--- src/rtl/edh_flag_proc.sv ---
module edh_flag_proc #(
  parameter int CNT_W = 21,
  parameter int AW    = 3,
  parameter int DW    = (CNT_W > 15) ? CNT_W : 15
) (
  input  logic          clk,
  input  logic          rst_n,
  input  logic          field_end,
  input  logic          tx_mode,
  input  logic          pkt_present,
  input  logic          crc_valid,
  input  logic          ap_crc_err,
  input  logic          ff_crc_err,
  input  logic          anc_sum_err,
  input  logic [14:0]   in_flags,
  input  logic          host_wr,
  input  logic          host_rd,
  input  logic [AW-1:0] host_addr,
  input  logic [DW-1:0] host_wdata,
  output logic [DW-1:0] host_rdata,
  output logic [14:0]   flags_out,
  output logic          irq_n
);
  localparam int NCLS = 3;
  localparam int FPC  = 5;
  localparam int NF   = NCLS * FPC;
  localparam int NS   = NCLS * 4 + 1;
  localparam logic [AW-1:0] A_FLAGS = AW'(0);
  localparam logic [AW-1:0] A_MEN   = AW'(1);
  localparam logic [AW-1:0] A_SENS  = AW'(2);
  localparam logic [AW-1:0] A_CTRL  = AW'(3);
  localparam logic [AW-1:0] A_CNT   = AW'(4);

  logic [NF-1:0]    raw, masked, nxt_flags, fld_q, flags_q, mask_val_q, mask_en_q, sens_x;
  logic [NS-1:0]    sens_q;
  logic             sticky_q, autoclr_q, irq_q, hit, cnt_clr, cnt_inc;
  logic [CNT_W-1:0] cnt_q;

  for (genvar c = 0; c < NCLS; c++) begin : g_cls
    localparam int B = FPC * c;
    logic loc_err, i_edh, i_eda, i_idh, i_ida, i_ues;
    assign {i_ues, i_ida, i_idh, i_eda, i_edh} = in_flags[B +: FPC];
    if (c == 0) begin : g_ap
      assign loc_err = ap_crc_err;
    end else if (c == 1) begin : g_ff
      assign loc_err = ff_crc_err;
    end else begin : g_anc
      assign loc_err = anc_sum_err;
    end
    if (c == NCLS - 1) begin : g_sum
      assign raw[B+0] = loc_err;
      assign raw[B+1] = pkt_present && (i_eda || i_edh);
    end else begin : g_crc
      assign raw[B+0] = pkt_present && loc_err;
      assign raw[B+1] = pkt_present && (i_eda || (i_edh && crc_valid));
    end
    assign raw[B+2] = 1'b0;
    assign raw[B+3] = pkt_present && (i_idh || i_ida);
    assign raw[B+4] = !pkt_present || i_ues;
    assign sens_x[B +: FPC] = {sens_q[NS-1], sens_q[4*c +: 4]};
  end

  assign masked    = tx_mode ? '0 : ((raw & ~mask_en_q) | (mask_val_q & mask_en_q));
  assign nxt_flags = tx_mode ? '0 : (sticky_q ? (masked | flags_q) : masked);
  assign hit       = |(nxt_flags & sens_x);
  assign cnt_inc   = field_end && hit;
  assign cnt_clr   = (host_wr && host_addr == A_CTRL && host_wdata[1]) ||
                     (host_rd && host_addr == A_CNT && autoclr_q);
  assign flags_out = flags_q;
  assign irq_n     = ~irq_q;

  always_ff @(posedge clk or negedge rst_n) begin
    if (!rst_n) begin
      fld_q   <= '0;
      flags_q <= '0;
    end else if (field_end) begin
      fld_q   <= masked;
      flags_q <= nxt_flags;
    end else if (host_rd && host_addr == A_FLAGS && sticky_q) begin
      flags_q <= fld_q;
    end
  end

  always_ff @(posedge clk or negedge rst_n) begin
    if (!rst_n) begin
      mask_val_q <= '0;
      mask_en_q  <= '0;
      sens_q     <= '1;
      sticky_q   <= 1'b0;
      autoclr_q  <= 1'b0;
    end else if (host_wr) begin
      case (host_addr)
        A_FLAGS: mask_val_q <= host_wdata[NF-1:0];
        A_MEN:   mask_en_q  <= host_wdata[NF-1:0];
        A_SENS:  sens_q     <= host_wdata[NS-1:0];
        A_CTRL:  begin
          sticky_q  <= host_wdata[0];
          autoclr_q <= host_wdata[2];
        end
        default: ;
      endcase
    end
  end

  always_ff @(posedge clk or negedge rst_n) begin
    if (!rst_n)                cnt_q <= '0;
    else if (cnt_clr)          cnt_q <= cnt_inc ? CNT_W'(1) : '0;
    else if (cnt_inc && !(&cnt_q)) cnt_q <= cnt_q + CNT_W'(1);
  end

  always_ff @(posedge clk or negedge rst_n) begin
    if (!rst_n)       irq_q <= 1'b0;
    else if (cnt_inc) irq_q <= 1'b1;
    else if (host_rd) irq_q <= 1'b0;
  end

  always_comb begin
    host_rdata = '0;
    case (host_addr)
      A_FLAGS: host_rdata[NF-1:0] = flags_q;
      A_MEN:   host_rdata[NF-1:0] = mask_en_q;
      A_SENS:  host_rdata[NS-1:0] = sens_q;
      A_CTRL:  host_rdata[2:0]    = {autoclr_q, 1'b0, sticky_q};
      A_CNT:   host_rdata[CNT_W-1:0] = cnt_q;
      default: ;
    endcase
  end
endmodule

--- config.mk ---
export PLATFORM = sky130hd
export DESIGN_NAME = edh_flag_proc
export DESIGN_NICKNAME = d
export VERILOG_FILES = /design/src/rtl/edh_flag_proc.sv
export SDC_FILE = /design/constraint.sdc
export NUM_CORES = 1
export LEC_CHECK = 0
export ABC_AREA = 1
export BUFFER_PORTS_ARGS = -buffer_cell sky130_fd_sc_hd__buf_2
export CORE_MARGIN = 5
export CORE_UTILIZATION = 61
export DETAILED_ROUTE_END_ITERATION = 8
export GPL_TIMING_DRIVEN = 0
export PLACE_DENSITY = 0.94
export SLEW_MARGIN = 10
export SYNTH_ARGS = -nofsm -noshare
export SYNTH_HDL_FRONTEND = slang
export SYNTH_SLANG_ARGS = --single-unit
--- constraint.sdc ---
create_clock -name clk -period 3.8 [get_ports clk]
set_input_delay 0.57 -clock clk [delete_from_list [all_inputs] [get_ports clk]]
set_output_delay 0.57 -clock clk [all_outputs]
set_load 0.02 [all_outputs]
==> metrics.txt <==
final total power=3.097 mW; count of final hold-check violations=0; placer congestion estimate=~1; clock power share=0.229; dpl ws=around 1.1 ns; final setup violation count=0; GRT overflow=0; Worst Path Max Fanout=10; WL per Instance=roughly 17 um; CTS resizes=0; Min-Delay Path Class=in -> async; vias in the first global route=5059; Post-Route Setup TNS=0 ns; most frequent cells in the layout=nand2_1, dfrtp_1, buf_2; Mapped Area=roughly 5400 um^2; part of the cycle the worst path needs=0.7321; drt first pass iters=6; CP Class=in -> out; largest net degree at the start of global routing=51; Post-CTS Setup Inserts=0; Die Span Y=approximately 100 um; total track usage=0.2896; Via Count=roughly 5400; CTS Buf Count=9; Critical Path AT=~2.2 ns; RSZ-0062 raised after global routing=false; min Tclk post-route=roughly 2.8 ns; Clock Tree Buf Depth=2; initial antenna violation count=0; flops & latches, synth=a little under 100; CTS tree=done; status=completed; Finished Core Util=0.7095; Die X-Extent=approximately 100 um; Max VDD drop=0.2710 mV; crit end category=output pin; fmax=359.5 MHz; Post-CTS Hold Buffers=0; Row Count=34; first-pass GRT wire length=between 20 and 30 mm; post-synth cell types=46; Power Density=503.0 nW/um^2; combinational share of power=0.291; nets=approximately 850; clock root cell=clkbuf_8; Core ar.=~8700 um^2; number of diodes=0; Via density=slightly below 6; P&R area growth vs syn=14.07%; Leak Pwr=3.122 nW; Top Ports=slightly below 90; slew margin rel.=0.5293; syn avg cell area=7.570 um^2; port bufs=between 70 and 80; worst clock skew=0.008400 ns; register area share after synthesis=0.4527; Ys Warns=0; leading cell type in the layout, fill and taps excluded=nand2_1; Initial DRC Count=approximately 560; sw frac=0.3895; Syn Inst Count=just over 700; Sinks on Clock Net=97; internal power=about 1.9 mW; Post-route DRC=0; Worst Slack Setup Final=1.018 ns; Die Area=approximately 11000 um^2; Initial Utilization=0.6220; CTS H-Tree Depth=3; HPWL Detailed=12.13 mm; Syn Nets=764; Flop pwr share=0.481; Req. time, crit path=around 3.2 ns; measured slew at the worst slew-check pin=about 0.70 ns; Slew Viols, Final=0; Worst setup SP type=input port; Final ANT Viol Nets=0; Clock Latency Late Sink=0.37 ns; Worst-path clk slew=0.10 ns; DRT Wirelength=between 15 and 20 mm; ratio of cells with drive above 1 in the final layout=0.1908; MaxCap Viol Count=0; Net Switching=1.206 mW
## path summary, 6_finish.rpt
path | endpoint | cells after the start | slack (ns) | start
max | host_rdata[0] | 6 | 1.02 | host_addr[2]
max in group asynchronous | sens_q[4] | 2 | 2.90 | rst_n
max reg2reg | cnt_q[6] | 13 | 1.39 | cnt_q[0]
min | mask_val_q[11] | 1 | 0.21 | rst_n
min reg2reg | fld_q[9] | 2 | 0.49 | fld_q[9]
min in group clk | sens_q[9] | 3 | 0.44 | host_wdata[9]
## registers in the layout, indices dropped and copies added (netlist names)
name,count
cnt_q,21
flags_out,15
fld_q,15
mask_en_q,15
mask_val_q,15
sens_q,13
autoclr_q,1
irq_q,1
sticky_q,1
## cells by family (layout without fill, tap and decap cells)
| kind of cell | Yosys count | after routing | synth area share |
|---|---|---|---|
| buffers and inverters | 107 | 201 | 0.08739 |
| AOI/OAI and AO/OA | 113 | 113 | 0.1289 |
| adders and majority gates | 1 | 1 | 0.002318 |
| xor gates and xnor gates | 13 | 13 | 0.02109 |
| DFF | 97 | 97 | 0.4527 |
| and+or+nand+nor | 382 | 382 | 0.3076 |
## worst max-delay path: stages
cell and delay (ns):
buf_2 0.14, nor3_1 0.60, clkbuf_1 0.42, a21oi_1 0.13, o221ai_1 0.12, buf_2 0.22
## synthesized netlist by cell type, drive strengths merged
cell | n | area, um^2
o21ai | 67 | 342.8
xor2 | 13 | 113.9
a21o | 3 | 22.52
nor3 | 11 | 71.32
nand3b | 2 | 15.01
inv | 75 | 284.0
a21oi | 8 | 40.04
nand3 | 41 | 232.7
buf | 11 | 98.84
or2 | 1 | 6.260
clkinv | 1 | 3.750
o21a | 1 | 15.01
o2111ai | 8 | 70.07
clkbuf | 20 | 85.08
dfrtp | 84 | 2102
o211ai | 14 | 105.1
nand4 | 5 | 31.28
nand2 | 266 | 1046
ha | 1 | 12.51
a221o | 2 | 20.02
o21bai | 2 | 15.01
o221ai | 5 | 43.79
a221oi | 1 | 8.760
nor4 | 4 | 31.28
nor2 | 49 | 198.9
dfstp | 13 | 341.6
o22ai | 2 | 12.51
nor3b | 3 | 27.52
## power groups by stage
stage                     Combinational [mW]  Sequential, mW  Clock (mW)
after global placement                 0.838            1.48           0
after detailed placement               0.881            1.49           0
after floorplan                        0.590            1.45           0
after global routing                   0.985            1.51       0.759
after CTS                              0.884            1.47       0.710
final                                  0.901            1.49       0.708
## per-layer routing
layer,GRT usage,part of all wire,vias to the layer above
li1,-,-,2477
met1,0.4027,0.40,2462
met2,0.4281,0.44,378
met3,0.06580,0.12,63
met4,0.1406,0.045,0
met5,0,0,-
## per-stage QoR
stage	instances	area (um^2)	hold WS, ns
after floorplan	713	5398	0.2744
after global placement	898	5918	0.4602
after detailed placement	899	5948	0.4727
after CTS	915	6157	0.2300
after global routing	915	6157	0.2457
final	915	6157	0.2096
## layout make-up
cell class	instances	area, um^2
Multi-Input combinational cell	509	2482
Buffer	31	183.9
Clock buffer	9	123.9
Inverter	76	287.8
Sequential cell	97	2444
Timing Repair Buffer	78	415.4
Clock inverter	7	85.08
Fill cell	694	2521
Tap cell	108	135.1
Note: power is estimated with default switching activity, not from simulation.
